===== config.mk =====
export PLATFORM = sky130hd
export DESIGN_NAME = sine_ref_gen
export DESIGN_NICKNAME = d
export VERILOG_FILES = /design/src/rtl/sref_pkg.sv /design/src/rtl/sref_timebase.sv /design/src/rtl/sref_wave.sv /design/src/rtl/sref_sampler.sv /design/src/rtl/sine_ref_gen.sv
export SDC_FILE = /design/constraint.sdc
export NUM_CORES = 1
export LEC_CHECK = 0
export BUFFER_PORTS_ARGS = -buffer_cell sky130_fd_sc_hd__buf_2
export CAP_MARGIN = 20
export CORE_MARGIN = 2
export CORE_UTILIZATION = 58
export DETAILED_ROUTE_END_ITERATION = 6
export GPL_TIMING_DRIVEN = 1
export PLACE_DENSITY = 0.82
export RECOVER_POWER = 100
export SYNTH_ARGS = -nofsm -noshare
export SYNTH_HDL_FRONTEND = slang
export SYNTH_HIERARCHICAL = 1
export SYNTH_SLANG_ARGS = --single-unit

===== constraint.sdc =====
create_clock -name clk -period 1.7 [get_ports clk]
set_input_delay 0.425 -clock clk [delete_from_list [all_inputs] [get_ports clk]]
set_output_delay 0.425 -clock clk [all_outputs]
set_load 0.02 [all_outputs]

===== src/rtl/sref_pkg.sv =====
package sref_pkg;

  localparam int unsigned CODE_W  = 4;
  localparam int unsigned TBL_LEN = 16;
  localparam int unsigned IDX_W   = 4;
  localparam logic [CODE_W-1:0] MID_CODE = 4'd8;

  typedef logic [IDX_W-1:0]  idx_t;
  typedef logic [CODE_W-1:0] code_t;

  // Quarter-wave amplitude for offsets 0..4 from the zero crossing.
  function automatic logic [2:0] quarter_amp(input logic [2:0] m);
    logic [2:0] a;
    case (m)
      3'd0:    a = 3'd0;
      3'd1:    a = 3'd3;
      3'd2:    a = 3'd5;
      3'd3:    a = 3'd6;
      default: a = 3'd7;
    endcase
    return a;
  endfunction

  // Stepped sine code: mid-scale plus or minus the mirrored quarter amplitude.
  function automatic code_t sine_code(input idx_t k);
    logic [2:0] q;
    logic [2:0] m;
    logic [2:0] amp;
    q   = k[2:0];
    m   = (q <= 3'd4) ? q : 3'(4'd8 - {1'b0, q});
    amp = quarter_amp(m);
    return k[3] ? code_t'(MID_CODE - {1'b0, amp}) : code_t'(MID_CODE + {1'b0, amp});
  endfunction

endpackage


===== src/rtl/sref_timebase.sv =====
module sref_timebase #(
  parameter int unsigned DIV = 100,
  localparam int unsigned CNT_W = (DIV > 1) ? $clog2(DIV) : 1
) (
  input  logic             clk,
  input  logic             rst_n,
  output logic [CNT_W-1:0] cnt_o,
  output logic             tick_o
);

  logic [CNT_W-1:0] cnt_q, cnt_n;
  logic             tick_c;

  assign tick_c = (cnt_q == CNT_W'(DIV - 1));

  always_comb begin
    cnt_n = cnt_q + CNT_W'(1);
    if (tick_c) cnt_n = '0;
  end

  always_ff @(posedge clk or negedge rst_n) begin
    if (!rst_n) cnt_q <= '0;
    else        cnt_q <= cnt_n;
  end

  assign cnt_o  = cnt_q;
  assign tick_o = tick_c;

  // the divider never leaves its range
  p_cnt_range_r2: assert property (@(posedge clk) disable iff (!rst_n)
    int'(cnt_q) < DIV);

  // a step tick restarts the count
  p_tick_restart_r2: assert property (@(posedge clk) disable iff (!rst_n)
    tick_o |=> (cnt_o == '0));

endmodule


===== src/rtl/sref_wave.sv =====
module sref_wave
  import sref_pkg::*;
(
  input  logic  clk,
  input  logic  rst_n,
  input  logic  tick_i,
  output code_t code_o,
  output logic  wrap_o,
  output logic  cycle_start_o
);

  idx_t  idx_q, idx_n;
  code_t code_q, code_n;
  logic  cs_q, cs_n;
  logic  wrap_c;

  assign wrap_c = tick_i && (idx_q == IDX_W'(TBL_LEN - 1));

  always_comb begin
    idx_n  = idx_q;
    code_n = code_q;
    cs_n   = 1'b0;
    if (tick_i) begin
      idx_n  = idx_q + IDX_W'(1);
      code_n = sine_code(idx_q + IDX_W'(1));
      cs_n   = wrap_c;
    end
  end

  always_ff @(posedge clk or negedge rst_n) begin
    if (!rst_n) begin
      idx_q  <= '0;
      code_q <= MID_CODE;
      cs_q   <= 1'b0;
    end else begin
      idx_q  <= idx_n;
      code_q <= code_n;
      cs_q   <= cs_n;
    end
  end

  assign code_o        = code_q;
  assign wrap_o        = wrap_c;
  assign cycle_start_o = cs_q;

  // the start pulse only marks entry 0 at mid-scale
  p_cs_at_zero_r3: assert property (@(posedge clk) disable iff (!rst_n)
    cycle_start_o |-> (idx_q == '0 && code_o == MID_CODE));

  // the start pulse lasts one clock
  p_cs_single_r3: assert property (@(posedge clk) disable iff (!rst_n)
    cycle_start_o |=> !cycle_start_o);

  // the index only moves on a step tick
  p_idx_hold_r2: assert property (@(posedge clk) disable iff (!rst_n)
    !tick_i |=> $stable(idx_q));

endmodule


===== src/rtl/sref_sampler.sv =====
module sref_sampler #(
  parameter int unsigned DIV       = 100,
  parameter int unsigned PHASE_W   = 8,
  parameter int unsigned BATCH_LEN = 32,
  localparam int unsigned CNT_W  = (DIV > 1) ? $clog2(DIV) : 1,
  localparam int unsigned BCNT_W = (BATCH_LEN > 1) ? $clog2(BATCH_LEN) : 1
) (
  input  logic               clk,
  input  logic               rst_n,
  input  logic [CNT_W-1:0]   cnt_i,
  input  logic               wrap_i,
  input  logic               phase_load_i,
  input  logic [PHASE_W-1:0] phase_val_i,
  input  logic               resync_i,
  output logic               adc_trig_o,
  output logic               busy_o
);

  logic [CNT_W-1:0]  ph_act_q, ph_act_n;
  logic [CNT_W-1:0]  ph_pend_q, ph_pend_n;
  logic              ph_pv_q, ph_pv_n;
  logic              rs_pend_q, rs_pend_n;
  logic              armed_q, armed_n;
  logic [BCNT_W-1:0] bcnt_q, bcnt_n;
  logic              trig_q;
  logic              trig_c;
  logic              load_ok;

  assign trig_c  = armed_q && (cnt_i == ph_act_q);
  assign load_ok = phase_load_i && (int'(phase_val_i) < DIV);

  always_comb begin
    ph_act_n  = ph_act_q;
    ph_pend_n = ph_pend_q;
    ph_pv_n   = ph_pv_q;
    rs_pend_n = rs_pend_q;
    armed_n   = armed_q;
    bcnt_n    = bcnt_q;
    // count triggers of the running batch
    if (trig_c) begin
      if (bcnt_q == BCNT_W'(BATCH_LEN - 1)) armed_n = 1'b0;
      else                                  bcnt_n  = bcnt_q + BCNT_W'(1);
    end
    // pending changes are applied only at a waveform wrap
    if (wrap_i) begin
      if (ph_pv_q) begin
        ph_act_n = ph_pend_q;
        ph_pv_n  = 1'b0;
      end
      if (rs_pend_q) begin
        armed_n   = 1'b1;
        bcnt_n    = '0;
        rs_pend_n = 1'b0;
      end
    end
    // new requests are captured last so none is lost at a wrap
    if (load_ok) begin
      ph_pend_n = CNT_W'(phase_val_i);
      ph_pv_n   = 1'b1;
    end
    if (resync_i) rs_pend_n = 1'b1;
  end

  always_ff @(posedge clk or negedge rst_n) begin
    if (!rst_n) begin
      ph_act_q  <= '0;
      ph_pend_q <= '0;
      ph_pv_q   <= 1'b0;
      rs_pend_q <= 1'b0;
      armed_q   <= 1'b0;
      bcnt_q    <= '0;
      trig_q    <= 1'b0;
    end else begin
      ph_act_q  <= ph_act_n;
      ph_pend_q <= ph_pend_n;
      ph_pv_q   <= ph_pv_n;
      rs_pend_q <= rs_pend_n;
      armed_q   <= armed_n;
      bcnt_q    <= bcnt_n;
      trig_q    <= trig_c;
    end
  end

  assign adc_trig_o = trig_q;
  assign busy_o     = armed_q;

  // a trigger only follows a clock with an armed batch
  p_trig_needs_arm_r6: assert property (@(posedge clk) disable iff (!rst_n)
    adc_trig_o |-> $past(armed_q));

  // a batch only starts right after a waveform wrap
  p_arm_at_wrap_r5: assert property (@(posedge clk) disable iff (!rst_n)
    $rose(armed_q) |-> $past(wrap_i));

  // the active offset never changes mid-cycle
  p_phase_at_wrap_r8: assert property (@(posedge clk) disable iff (!rst_n)
    !wrap_i |=> $stable(ph_act_q));

  // the active offset always lies inside a step period
  p_phase_range_r9: assert property (@(posedge clk) disable iff (!rst_n)
    int'(ph_act_q) < DIV);

  // the last trigger of a batch ends it unless a restart coincides
  p_batch_end_r7: assert property (@(posedge clk) disable iff (!rst_n)
    (trig_c && bcnt_q == BCNT_W'(BATCH_LEN - 1) && !wrap_i) |=> !busy_o);

endmodule


===== src/rtl/sine_ref_gen.sv =====
module sine_ref_gen #(
  parameter int unsigned DIV       = 100,
  parameter int unsigned PHASE_W   = 8,
  parameter int unsigned BATCH_LEN = 32,
  localparam int unsigned CNT_W = (DIV > 1) ? $clog2(DIV) : 1
) (
  input  logic               clk,
  input  logic               rst_n,
  input  logic               phase_load,
  input  logic [PHASE_W-1:0] phase_val,
  input  logic               resync_req,
  output logic [3:0]         ref_code,
  output logic               cycle_start,
  output logic               adc_trig,
  output logic               batch_busy
);

  logic [1:0]       rst_sync_q;
  logic             rst_int_n;
  logic [CNT_W-1:0] tb_cnt;
  logic             tb_tick;
  logic             wv_wrap;

  // asynchronous assertion, clocked release
  always_ff @(posedge clk or negedge rst_n) begin
    if (!rst_n) rst_sync_q <= '0;
    else        rst_sync_q <= {rst_sync_q[0], 1'b1};
  end
  assign rst_int_n = rst_sync_q[1];

  sref_timebase #(.DIV(DIV)) u_timebase (
    .clk    (clk),
    .rst_n  (rst_int_n),
    .cnt_o  (tb_cnt),
    .tick_o (tb_tick)
  );

  sref_wave u_wave (
    .clk           (clk),
    .rst_n         (rst_int_n),
    .tick_i        (tb_tick),
    .code_o        (ref_code),
    .wrap_o        (wv_wrap),
    .cycle_start_o (cycle_start)
  );

  sref_sampler #(
    .DIV       (DIV),
    .PHASE_W   (PHASE_W),
    .BATCH_LEN (BATCH_LEN)
  ) u_sampler (
    .clk          (clk),
    .rst_n        (rst_int_n),
    .cnt_i        (tb_cnt),
    .wrap_i       (wv_wrap),
    .phase_load_i (phase_load),
    .phase_val_i  (phase_val),
    .resync_i     (resync_req),
    .adc_trig_o   (adc_trig),
    .busy_o       (batch_busy)
  );

endmodule


==> metrics.csv <==
stage,metric,value,unit
outcome,run status,finished with violations,
outcome,violations in the final reports,setup timing,
power_and_ir_drop,Internal,0.001502,W
synthesis,share of synthesized registers carrying an async set or reset,1.000,
clocking,later-pin clock latency in the skew report,0.36,ns
final_layout,layout cell share with drive strength beyond 1,0.3632,
final_layout,Layout Utilization,0.7419,
final_layout,post-route standard cell area excluding fillers,2456,um2
synthesis,count of flip-flops with a built-in enable after synthesis,0,
detailed_routing,First DRT Iteration DRCs,83,
place,Placed Instances,246,
floorplan,Initial Utilization,0.5986,
synthesis,number of nets produced by synthesis,186,
sta,measured slew at the worst slew-check pin,0.8100,ns
global_routing,global-route wire length before repair,7162,um
detailed_routing,antenna-violating nets left,0,
final_layout,final cell count without fillers,258,
final_layout,fill count,227,
floorplan,standard-cell rows,21,
clocking,maximum buffer depth of the clock tree,2,
synthesis,cell count after synthesis,168,
detailed_routing,DRC violation count after routing,0,
clocking,depth of the CTS H-tree,2,
global_routing,number of global-route vias before repair,1558,
critical_path,category of the most critical setup path,register to register,
sta,setup violators final,19,
power_and_ir_drop,power per unit of standard cell area,769.0,nW/um2
detailed_routing,WL/cell,16.62,um
synthesis,Mapped Avg Cell Area,11.80,um2
place,count of input and output buffers,18,
synthesis,Cell variety after synth,48,
place,routability congestion estimate from global placement,0.8360,
synthesis,register area share after synthesis,0.5183,
clocking,TritonCTS Sinks,41,
final_layout,synthesis-to-layout area growth,23.93,%
sta,worst slew slack as a fraction of its limit,0.4600,
synthesis,primary flip-flop cell chosen by synthesis mapping,sky130_fd_sc_hd__dfrtp_1,
critical_path,critical path peak fanout,6,
clocking,CTS Buf Count,5,
sta,Clock Skews,0.01438,ns
global_routing,pin count of the biggest net entering global routing,16,
floorplan,Die ar.,3901,um2
final_layout,most common library cell in the layout ignoring fill and taps,sky130_fd_sc_hd__dfrtp_1,
clocking,CTS root buffer,sky130_fd_sc_hd__clkbuf_4,
power_and_ir_drop,net switching component of the power,0.0003870,W
power_and_ir_drop,Sw Ratio,0.2049,
floorplan,die span in y,62.46,um
global_routing,overall routing resource usage,0.2426,
power_and_ir_drop,portion of total power attributed to combinational logic,0.037,
global_routing,GRT overflow,0,
power_and_ir_drop,VDD IR max,698.4,uV
floorplan,die width,62.46,um
worst_hold_path,min-delay worst type,register to async pin,
sta,final cycle utilization of the critical path,1.165,
critical_path,Startpoint Class,register,
synthesis,mapped cell area,1982,um2
power_and_ir_drop,register share of total power,0.543,
global_routing,number of antenna violations at the first check in global routing,0,
synthesis,flip-flop and latch count after synthesis,41,
synthesis,Yosys warnings,6,
detailed_routing,Detailed Route WL,4288,um
clocking,"CTS clk-pin slew, worst paths",0.13,ns
place,placed standard-cell area,2335,um2
final_layout,"commonest non-fill, non-tap cells in the layout","38 x sky130_fd_sc_hd__dfrtp_1, 13 x sky130_fd_sc_hd__clkbuf_1, 13 x sky130_fd_sc_hd__buf_4, 13 x sky130_fd_sc_hd__nand2_1",
final_layout,final net count,229,
sta,Worst Slack Setup Final,-0.2799,ns
critical_path,endpoint kind of the worst setup timing path,register,
floorplan,Ports,19,
sta,fin. max-slew vios,0,
sta,f_max,505.1,MHz
run,max cap viols,0,
sta,setup repair after global routing missed its margin,true,
power_and_ir_drop,leakage power total,1.148,nW
critical_path,endpoint arrival time on the critical path,2.23,ns
clocking,TritonCTS clock tree,yes,
sta,number of hold violations in the final report,0,
power_and_ir_drop,fraction of power consumed by the clock network,0.420,
final_layout,total inserted antenna cells,0,
floorplan,core region area,3311,um2
critical_path,required time worst endpoint,1.95,ns
place,detailed placer's ending HPWL,3009,um
detailed_routing,total iterations of the first detailed-routing run,4,
sta,"Min Clock Period, post-route",1.980,ns
detailed_routing,Via Count,1486,
detailed_routing,routed vias/inst,5.760,
-- area by class of cell --
class                           instances  area (um2)  area share
Multi-Input combinational cell        115       996.0      0.4055
Clock buffer                            5       37.54     0.01528
Sequential cell                        41        1030      0.4193
Clock inverter                          3       68.82     0.02802
Tap cell                               46       57.56     0.02343
Inverter                                8       30.03     0.01223
Timing Repair Buffer                   40       236.5     0.09628
-- power by group through the flow --
| stage | Sequential, W | Combinational (W) | Clock (W) |
|---|---|---|---|
| after detailed placement | 0.00104 | 0.0000696 | 0 |
| after global placement | 0.00104 | 0.0000632 | 0 |
| final | 0.00103 | 0.0000697 | 0.000793 |
| after global routing | 0.00103 | 0.0000770 | 0.000849 |
| after floorplan | 0.00105 | 0.0000338 | 0 |
| after CTS | 0.00103 | 0.0000716 | 0.000802 |
-- registers in the layout, indices dropped and copies added (netlist names) --
signal / count
rst_sync_q: 2
u_sampler/adc_trig_o: 1
u_sampler/bcnt_q: 5
u_sampler/busy_o: 1
u_sampler/ph_act_q: 7
u_sampler/ph_pend_q: 7
u_sampler/ph_pv_q: 1
u_sampler/rs_pend_q: 1
u_timebase/cnt_o: 7
u_wave/code_o: 4
u_wave/cycle_start_o: 1
u_wave/idx_q: 4
-- cell usage after synthesis (all sizes together) (4+ instances only) --
| master | number | area (um2) |
|---|---|---|
| xor2 | 10 | 87.58 |
| nand2 | 16 | 60.06 |
| o21ai | 4 | 20.01 |
| nor2 | 10 | 58.81 |
| nand3 | 5 | 25.02 |
| dfrtp | 40 | 1001 |
| xnor2 | 6 | 52.55 |
| ha | 6 | 75.07 |
| a21oi | 6 | 30.03 |
| mux2i | 4 | 40.04 |
| mux2 | 11 | 123.9 |
| inv | 8 | 30.03 |
-- critical path, stage by stage, from the launching register on --
cell	delay, ns
sky130_fd_sc_hd__dfrtp_2	0.45
sky130_fd_sc_hd__inv_2	0.06
sky130_fd_sc_hd__ha_4	0.27
sky130_fd_sc_hd__nor2_2	0.04
sky130_fd_sc_hd__o21a_1	0.17
sky130_fd_sc_hd__a311oi_2	0.31
sky130_fd_sc_hd__ha_2	0.36
sky130_fd_sc_hd__mux2i_1	0.15
sky130_fd_sc_hd__o21ai_1	0.08
-- final timing paths --
path                       slack [ns]                  end             from  cells after the start
setup / recovery                -0.28     u_wave/code_o[1]  u_wave/idx_q[1]                      8
hold / removal                   0.25  u_sampler/bcnt_q[4]    rst_sync_q[1]                      0
setup reg to reg                -0.28     u_wave/code_o[1]  u_wave/idx_q[1]                      8
hold reg to reg                  0.25  u_sampler/bcnt_q[4]    rst_sync_q[1]                      0
max in group asynchronous        0.33  u_sampler/bcnt_q[3]    rst_sync_q[1]                      1
min in group clk                 0.25  u_sampler/rs_pend_q       resync_req                      2
-- metrics by stage --
step | total power (W) | TNS, ns | setup WS (ns) | hold slack [ns]
after floorplan | 0.001079 | -1.514 | -0.2110 | 0.1294
after global placement | 0.001104 | -0.1707 | -0.09400 | 0.2101
after detailed placement | 0.001114 | -0.5176 | -0.2172 | 0.2112
after CTS | 0.001899 | -0.4173 | -0.2134 | 0.2397
after global routing | 0.001955 | -3.995 | -0.3840 | 0.2309
final | 0.001889 | -1.908 | -0.2799 | 0.2452
-- logic make-up (layout without fill, tap and decap cells) --
kind of cell	count (synthesis)	count (layout)	share of synthesized area
AO/OA/AOI/OAI	28	28	0.1136
multiplexers	15	15	0.08270
AND/OR/NAND/NOR	49	49	0.1484
other	1	1	0.001892
XOR/XNOR	16	16	0.07070
buffers and inverters	12	56	0.02651
adder cells (fa/ha/maj)	6	6	0.03788
flip-flops	41	41	0.5183
-- routing by layer --
layer | part of all wire | GRT usage | wire (um)
met3 | 0.043 | 0.05766 | 184
met4 | 0.038 | 0.1444 | 165
met5 | 0 | 0 | 0
met1 | 0.37 | 0.2573 | 1605
met2 | 0.54 | 0.4355 | 2333
-- repair_timing --
item,4_1_cts,5_1_grt
endpoints found under the hold margin,2,0
buffers inserted,1,2
gates resized for setup,3,5
endpoints found under the setup margin,7,13
pin swaps,4,2
hold buffers,1,0
Note: power is estimated with default switching activity, not from simulation.
